$ cat src/rtl/hs_mon_pkg.sv
package hs_mon_pkg;
  typedef enum logic [1:0] {
    ST_IDLE  = 2'd0,
    ST_PEND  = 2'd1,
    ST_ACKD  = 2'd2,
    ST_WFALL = 2'd3
  } hs_state_e;

  localparam int unsigned FL_MULTI  = 0;
  localparam int unsigned FL_ORPHAN = 1;
  localparam int unsigned FL_DROP   = 2;
  localparam int unsigned FL_TMO    = 3;
  localparam int unsigned FL_DATA   = 4;
  localparam int unsigned NUM_FLAGS = 5;
endpackage

$ cat src/rtl/hs_fsm.sv
module hs_fsm
  import hs_mon_pkg::*;
#(
  parameter int unsigned DW = 32
) (
  input  logic          clk_i,
  input  logic          rst_ni,
  input  logic          req_i,
  input  logic          ack_i,
  input  logic [DW-1:0] data_i,
  output logic          req_rise_o,
  output logic          ack_rise_o,
  output logic          arm_o,
  output logic          run_o,
  output logic          multi_o,
  output logic          orphan_o,
  output logic          drop_o,
  output logic          data_err_o
);
  hs_state_e     st_q, st_d;
  logic          req_q, ack_q;
  logic [DW-1:0] data_q;

  assign req_rise_o = req_i & ~req_q;
  assign ack_rise_o = ack_i & ~ack_q;

  always_comb begin
    st_d    = st_q;
    multi_o = 1'b0;
    drop_o  = 1'b0;
    unique case (st_q)
      ST_IDLE:  if (req_i) st_d = ack_i ? ST_ACKD : ST_PEND;
      ST_PEND: begin
        if (ack_i) begin
          st_d = req_i ? ST_ACKD : ST_WFALL;
        end else if (!req_i) begin
          drop_o = 1'b1;
          st_d   = ST_IDLE;
        end
      end
      ST_ACKD:  if (!req_i) st_d = ack_i ? ST_WFALL : ST_IDLE;
      ST_WFALL: begin
        if (req_i && ack_i) begin
          multi_o = 1'b1;
          st_d    = ST_ACKD;
        end else if (!ack_i) begin
          st_d = req_i ? ST_PEND : ST_IDLE;
        end
      end
      default:  st_d = ST_IDLE;
    endcase
  end

  // release of a pending request on the acknowledge edge is legal
  assign orphan_o   = ack_rise_o & ~req_i & (st_q != ST_PEND);
  assign arm_o      = (st_d == ST_PEND) && (st_q != ST_PEND);
  assign run_o      = (st_q == ST_PEND) && req_i && !ack_i;
  assign data_err_o = (st_q == ST_PEND) && req_i && (data_i != data_q);

  always_ff @(posedge clk_i or negedge rst_ni) begin
    if (!rst_ni) begin
      st_q   <= ST_IDLE;
      req_q  <= 1'b0;
      ack_q  <= 1'b0;
      data_q <= '0;
    end else begin
      st_q  <= st_d;
      req_q <= req_i;
      ack_q <= ack_i;
      if (arm_o) data_q <= data_i;
    end
  end

  assert_pend_req_R4: assert property (@(posedge clk_i) disable iff (!rst_ni)
    (st_q == ST_PEND) |-> req_q);
  assert_wfall_ack_R2: assert property (@(posedge clk_i) disable iff (!rst_ni)
    (st_q == ST_WFALL) |-> ack_q);
endmodule

$ cat src/rtl/hs_timer.sv
module hs_timer #(
  parameter int unsigned TW = 16
) (
  input  logic          clk_i,
  input  logic          rst_ni,
  input  logic          arm_i,
  input  logic          run_i,
  input  logic [TW-1:0] limit_i,
  output logic          expire_o
);
  logic [TW-1:0] cnt_q;
  logic [TW:0]   cnt_inc;

  assign cnt_inc  = {1'b0, cnt_q} + 1'b1;
  assign expire_o = run_i && (limit_i != '0) && (cnt_inc == {1'b0, limit_i});

  always_ff @(posedge clk_i or negedge rst_ni) begin
    if (!rst_ni)                   cnt_q <= '0;
    else if (arm_i)                cnt_q <= '0;
    else if (run_i && !(&cnt_q))   cnt_q <= cnt_inc[TW-1:0];
  end
endmodule

$ cat src/rtl/hs_sat_cnt.sv
module hs_sat_cnt #(
  parameter int unsigned CW = 16
) (
  input  logic          clk_i,
  input  logic          rst_ni,
  input  logic          inc_i,
  output logic [CW-1:0] cnt_o
);
  logic [CW-1:0] cnt_q;

  always_ff @(posedge clk_i or negedge rst_ni) begin
    if (!rst_ni)               cnt_q <= '0;
    else if (inc_i && !(&cnt_q)) cnt_q <= cnt_q + 1'b1;
  end

  assign cnt_o = cnt_q;

  assert_cnt_hold_R8: assert property (@(posedge clk_i) disable iff (!rst_ni)
    (&cnt_q) |=> (&cnt_q));
  assert_cnt_idle_R7: assert property (@(posedge clk_i) disable iff (!rst_ni)
    !inc_i |=> $stable(cnt_q));
endmodule

$ cat src/rtl/hs_sticky.sv
module hs_sticky #(
  parameter int unsigned N = 5
) (
  input  logic         clk_i,
  input  logic         rst_ni,
  input  logic [N-1:0] set_i,
  output logic [N-1:0] flag_o
);
  logic [N-1:0] flag_q;

  for (genvar i = 0; i < N; i++) begin : gen_flag
    always_ff @(posedge clk_i or negedge rst_ni) begin
      if (!rst_ni)       flag_q[i] <= 1'b0;
      else if (set_i[i]) flag_q[i] <= 1'b1;
    end

    assert_sticky_R9: assert property (@(posedge clk_i) disable iff (!rst_ni)
      flag_q[i] |=> flag_q[i]);
  end

  assign flag_o = flag_q;
endmodule

$ cat src/rtl/hs_handshake_monitor.sv
module hs_handshake_monitor
  import hs_mon_pkg::*;
#(
  parameter int unsigned DW = 32,
  parameter int unsigned TW = 16,
  parameter int unsigned CW = 16
) (
  input  logic          clk_i,
  input  logic          rst_ni,
  input  logic          req_i,
  input  logic          ack_i,
  input  logic [DW-1:0] data_i,
  input  logic [TW-1:0] timeout_i,
  output logic          multi_req_o,
  output logic          orphan_ack_o,
  output logic          req_drop_o,
  output logic          ack_timeout_o,
  output logic          data_change_o,
  output logic [CW-1:0] req_count_o,
  output logic [CW-1:0] ack_count_o
);
  logic                 req_rise, ack_rise, arm, run;
  logic                 multi, orphan, drop, data_err, expire;
  logic [NUM_FLAGS-1:0] set_vec, flags;
  logic [1:0]           inc_vec;
  logic [CW-1:0]        cnt_w [2];

  hs_fsm #(.DW(DW)) u_fsm (
    .clk_i, .rst_ni, .req_i, .ack_i, .data_i,
    .req_rise_o (req_rise),
    .ack_rise_o (ack_rise),
    .arm_o      (arm),
    .run_o      (run),
    .multi_o    (multi),
    .orphan_o   (orphan),
    .drop_o     (drop),
    .data_err_o (data_err)
  );

  hs_timer #(.TW(TW)) u_timer (
    .clk_i, .rst_ni,
    .arm_i    (arm),
    .run_i    (run),
    .limit_i  (timeout_i),
    .expire_o (expire)
  );

  always_comb begin
    set_vec            = '0;
    set_vec[FL_MULTI]  = multi;
    set_vec[FL_ORPHAN] = orphan;
    set_vec[FL_DROP]   = drop;
    set_vec[FL_TMO]    = expire;
    set_vec[FL_DATA]   = data_err;
  end

  hs_sticky #(.N(NUM_FLAGS)) u_sticky (
    .clk_i, .rst_ni,
    .set_i  (set_vec),
    .flag_o (flags)
  );

  assign inc_vec = {ack_rise, req_rise};

  for (genvar c = 0; c < 2; c++) begin : gen_cov
    hs_sat_cnt #(.CW(CW)) u_cnt (
      .clk_i, .rst_ni,
      .inc_i (inc_vec[c]),
      .cnt_o (cnt_w[c])
    );
  end

  assign multi_req_o   = flags[FL_MULTI];
  assign orphan_ack_o  = flags[FL_ORPHAN];
  assign req_drop_o    = flags[FL_DROP];
  assign ack_timeout_o = flags[FL_TMO];
  assign data_change_o = flags[FL_DATA];
  assign req_count_o   = cnt_w[0];
  assign ack_count_o   = cnt_w[1];

  assert_tmo_off_R5: assert property (@(posedge clk_i) disable iff (!rst_ni)
    ((timeout_i == '0) && !ack_timeout_o) |=> !ack_timeout_o);
endmodule

$ cat config.mk
export PLATFORM = sky130hd
export DESIGN_NAME = hs_handshake_monitor
export DESIGN_NICKNAME = d
export VERILOG_FILES = /design/src/rtl/hs_mon_pkg.sv /design/src/rtl/hs_fsm.sv /design/src/rtl/hs_timer.sv /design/src/rtl/hs_sat_cnt.sv /design/src/rtl/hs_sticky.sv /design/src/rtl/hs_handshake_monitor.sv
export SDC_FILE = /design/constraint.sdc
export NUM_CORES = 1
export LEC_CHECK = 0
export BUFFER_PORTS_ARGS = -buffer_cell sky130_fd_sc_hd__buf_2
export CAP_MARGIN = 20
export CORE_UTILIZATION = 60
export CTS_BUF_LIST = sky130_fd_sc_hd__clkbuf_16
export DETAILED_ROUTE_END_ITERATION = 10
export PLACE_DENSITY_LB_ADDON = 0.1
export SLEW_MARGIN = 30
export SYNTH_ARGS = -nofsm -noshare
export SYNTH_HDL_FRONTEND = slang
export SYNTH_SLANG_ARGS = --single-unit
$ cat constraint.sdc
create_clock -name clk_i -period 3.7 [get_ports clk_i]
set_input_delay 0.185 -clock clk_i [delete_from_list [all_inputs] [get_ports clk_i]]
set_output_delay 0.185 -clock clk_i [all_outputs]
set_load 0.005 [all_outputs]
==> impl_results.html <==
<table>
<tr><th>Metric</th><th>Value</th></tr>
<tr><th colspan="2">CTS</th></tr>
<tr><td>Count of cells resized by post-cts repair</td><td>0</td></tr>
<tr><td>CTS sink count</td><td>between 80 and 90</td></tr>
<tr><td>CTS tree</td><td>done</td></tr>
<tr><td>Total number of H-tree levels</td><td>3</td></tr>
<tr><td>Buffer levels on the longest clock path</td><td>2</td></tr>
<tr><td>Clock buffers created by TritonCTS</td><td>9</td></tr>
<tr><td>Clock transition at the registers of the reported paths</td><td>~0.07 ns</td></tr>
<tr><td>Cell at the root of the clock tree</td><td>clkbuf_16</td></tr>
<tr><td>Latest clock arrival within the worst-skew pair</td><td>0.34 ns</td></tr>
<tr><th colspan="2">Detailed routing</th></tr>
<tr><td>DR pass1 iterations</td><td>4</td></tr>
<tr><td>Detailed Route Iter0 Violations</td><td>126</td></tr>
<tr><td>Average routed wire per standard cell</td><td>14.17 um</td></tr>
<tr><td>Number of nets with antenna violations after routing</td><td>0</td></tr>
<tr><td>Total vias in the final route</td><td>around 3,800</td></tr>
<tr><td># DRC</td><td>0</td></tr>
<tr><td>Total wire length after detailed routing</td><td>9704 um</td></tr>
<tr><td>Via/cell ratio</td><td>5.509</td></tr>
<tr><th colspan="2">STA</th></tr>
<tr><td>Number of max-slew violations in the final report</td><td>0</td></tr>
<tr><td>Fin Setup TNS</td><td>0 ns</td></tr>
<tr><td>Unrepaired setup endpoints after global routing</td><td>no</td></tr>
<tr><td>Minimum clock period after layout</td><td>2.453 ns</td></tr>
<tr><td>Final setup violation count</td><td>0</td></tr>
<tr><td>Slew of the pin with the lowest slew margin</td><td>a little under 0.9 ns</td></tr>
<tr><td>Clk_skew</td><td>0.008504 ns</td></tr>
<tr><td>Period Utilization, post-route</td><td>66.30%</td></tr>
<tr><td>FMAX</td><td>407.6 MHz</td></tr>
<tr><td>Number of hold violations in the final report</td><td>0</td></tr>
<tr><td>Max-slew headroom at the worst pin</td><td>41.98%</td></tr>
<tr><th colspan="2">Global route</th></tr>
<tr><td>Number of antenna violations at the first check in global routing</td><td>0</td></tr>
<tr><td>Global-route wire length before repair</td><td>approximately 17,000 um</td></tr>
<tr><td>GRT Total Usage</td><td>24.93%</td></tr>
<tr><td>Global-route congestion overflow total</td><td>0</td></tr>
<tr><td>Pin count of the biggest net entering global routing</td><td>68</td></tr>
<tr><td>Number of global-route vias before repair</td><td>3,668</td></tr>
<tr><th colspan="2">Layout</th></tr>
<tr><td>ANT cells</td><td>0</td></tr>
<tr><td>Final cell area excluding filler cells</td><td>5688 um^2</td></tr>
<tr><td>Nets@finish</td><td>633</td></tr>
<tr><td>Most common cell after layout, fill and taps aside</td><td>nand2_1</td></tr>
<tr><td>Core utilization of the finished layout</td><td>73.23%</td></tr>
<tr><td>Post-Layout Cell Count</td><td>685</td></tr>
<tr><td>Area growth, synth to finish</td><td>17.68%</td></tr>
<tr><td>Commonest cells after routing, fill and taps aside</td><td>129 x nand2_1, 89 x dfrtp_1, 87 x buf_2</td></tr>
<tr><td>Share of layout cells above drive strength 1</td><td>roughly 22%</td></tr>
<tr><th colspan="2">Flow run</th></tr>
<tr><td>Number of maximum-capacitance violations</td><td>0</td></tr>
<tr><th colspan="2">Synth</th></tr>
<tr><td>Xor-xnor portion of the synthesized cell area</td><td>15.58%</td></tr>
<tr><td>Synth cell types</td><td>47</td></tr>
<tr><td>Combinational family with the most area after synthesis</td><td>simple AND/OR/NAND/NOR gates</td></tr>
<tr><td>Fraction of the yosys area taken by sequential cells</td><td>46.08%</td></tr>
<tr><td>Area of the mapped netlist</td><td>around 4800 um^2</td></tr>
<tr><td>Share of synthesized area spent on multiplexers</td><td>5.048%</td></tr>
<tr><td>Yosys reg bits</td><td>89</td></tr>
<tr><td>Number of warnings issued by yosys</td><td>0</td></tr>
<tr><td>Area share of and/or/nand/nor cells after synthesis</td><td>about a quarter</td></tr>
<tr><td>Post-Synthesis Cells</td><td>492</td></tr>
<tr><td>Mean instance size in the synthesized netlist</td><td>9.824 um^2</td></tr>
<tr><td>Nets in the synthesized netlist</td><td>between 500 and 600</td></tr>
<tr><td>Adder-Cell Fraction of Synth Area</td><td>0.7766%</td></tr>
<tr><td>Complex-gate fraction of the synthesized area</td><td>5.488%</td></tr>
<tr><th colspan="2">Power and ir drop</th></tr>
<tr><td>Peak supply drop</td><td>299.3 uV</td></tr>
<tr><td>Lkg Pwr</td><td>between 0.002 and 0.003 uW</td></tr>
<tr><td>Power consumption</td><td>2887 uW</td></tr>
<tr><td>Total power density per cell area</td><td>507.5 nW/um^2</td></tr>
<tr><th colspan="2">Die</th></tr>
<tr><td>Height of the die</td><td>between 90 and 100 um</td></tr>
<tr><td>Core footprint</td><td>around 7800 um^2</td></tr>
<tr><td>Die width</td><td>between 90 and 100 um</td></tr>
<tr><td>Die Footprint</td><td>8419 um^2</td></tr>
<tr><td>Initial Util</td><td>62.23%</td></tr>
<tr><td>Number of core rows</td><td>32</td></tr>
<tr><td>Number of ports placed on the die boundary</td><td>approximately 90</td></tr>
<tr><th colspan="2">Worst hold path</th></tr>
<tr><td>Class of the tightest hold or removal check</td><td>in -&gt; reg</td></tr>
<tr><th colspan="2">Placement</th></tr>
<tr><td>Weighted congestion reported at the end of routability-driven placement</td><td>about 0.84</td></tr>
<tr><td>Half-perimeter wire length of the detailed placement result</td><td>6774 um</td></tr>
<tr><td>IO buf count</td><td>88</td></tr>
<tr><td>Placement Cell Area</td><td>5334 um^2</td></tr>
<tr><td>Cell Count Post-Placement</td><td>668</td></tr>
<tr><th colspan="2">Worst setup path</th></tr>
<tr><td>Kind of end point of the critical path</td><td>register</td></tr>
<tr><td>Path type of the worst setup path</td><td>reg -&gt; reg</td></tr>
<tr><td>Crit path required time</td><td>3.93 ns</td></tr>
<tr><td>Startpoint kind of the worst setup timing path</td><td>register</td></tr>
<tr><td>Arrival @ worst endpoint</td><td>2.68 ns</td></tr>
<tr><td>Worst-path fanout max</td><td>33</td></tr>
<tr><th colspan="2">Run status</th></tr>
<tr><td>Result of the run</td><td>finished clean</td></tr>
</table>
[power breakdown]
| part | switching, uW | total, uW | leakage, uW | internal (uW) |
|---|---|---|---|---|
| Sequential | 162 | 1310 | 0.00114 | 1150 |
| Combinational | 263 | 549 | 0.00131 | 286 |
| Clock | 372 | 1030 | 0.000172 | 655 |
| Total | 797 | 2890 | 0.00262 | 2090 |
[logic make-up after synthesis]
group,count (synthesis)
adder cells (fa/ha/maj),3
multiplexers,23
AND/OR/NAND/NOR,236
flip-flops,89
XOR/XNOR,86
AO/OA/AOI/OAI,33
buffers and inverters,22
[worst max-delay path: stages, from the launching register on]
cell	delay, ns
dfrtp_1	0.45
ha_1	0.34
nand3_2	0.21
nor2_2	0.08
a311oi_4	0.25
buf_4	0.40
mux2_2	0.38
a22o_1	0.22
[layer usage]
layer	routed length (um)	GRT usage (%)	part of all wire, %	vias up
met4	113	7.552	1.2	0
li1	-	-	-	1864
met2	4749	42.36	49	82
met5	0	0	0	-
met3	456	6.219	4.7	11
met1	4385	31.51	45	1817
[through the flow]
step,setup slack (ns),hold slack [ns]
after floorplan,1.628,-0.1106
after global placement,1.339,0.3441
after detailed placement,1.268,0.3510
after CTS,1.264,0.03434
after global routing,1.126,0.04584
final,1.247,0.04155
[cell usage after synthesis (all sizes together)]
master | number | area share, %
mux2i | 12 | 2.5
nor2b | 5 | 0.65
mux2 | 11 | 2.6
nand2b | 3 | 0.39
a41o | 2 | 0.41
xnor2 | 74 | 13
ha | 3 | 0.78
nor4 | 14 | 3.0
a311oi | 1 | 0.54
a2111oi | 3 | 0.67
xor2 | 12 | 2.2
buf | 14 | 1.9
o31a | 2 | 0.36
nand3 | 22 | 2.4
o21bai | 1 | 0.16
nor3b | 1 | 0.16
nand2 | 129 | 10
nor3 | 8 | 1.0
o21ai | 7 | 0.72
a211oi | 1 | 0.16
a31oi | 1 | 0.13
clkbuf | 4 | 0.31
inv | 4 | 0.31
and4 | 4 | 0.72
a22o | 7 | 1.3
and2 | 3 | 0.39
o311a | 1 | 0.21
dfrtp | 89 | 46
a31o | 1 | 0.18
a21o | 1 | 0.16
nor2 | 16 | 1.3
and3 | 4 | 0.52
nand4 | 25 | 3.7
a21oi | 5 | 0.52
or3 | 2 | 0.26
[cell type report]
class                   count  area, um^2
clock buffers               9       225.2
clock inverters             7       111.4
fillers                   588        2079
inverters                   4       15.01
multi-input cells         381        2499
flip-flops and latches     89        2227
well taps                 102       127.6
repair buffers             93       483.0
[repair_timing]
item,in CTS,in global routing
hold endpoints to repair,5,0
hold buffers,1,0
buffers inserted,0,0
[worst paths after layout]
| check | cells after the start | from | to | slack, ns |
|---|---|---|---|---|
| setup / recovery | 7 | u_timer.cnt_q[0] | u_timer.cnt_q[5] | 1.25 |
| hold / removal | 1 | ack_i | u_fsm.ack_q | 0.04 |
| setup reg to reg | 7 | u_timer.cnt_q[0] | u_timer.cnt_q[5] | 1.25 |
| hold reg to reg | 1 | u_sticky.flag_o[3] | u_sticky.flag_o[3] | 0.46 |
| max in group asynchronous | 3 | rst_ni | gen_cov[1].u_cnt.cnt_o[7] | 2.39 |
| min in group asynchronous | 2 | rst_ni | gen_cov[0].u_cnt.cnt_o[3] | 0.49 |
[sequential cells by signal, indices dropped and copies added (netlist names)]
signal,count
u_sticky.flag_o,5
u_fsm.data_q,32
u_timer.cnt_q,16
u_fsm.ack_q,1
u_fsm.st_q,2
u_fsm.req_q,1
gen_cov.u_cnt.cnt_o,32
Note: power is estimated with default switching activity, not from simulation.
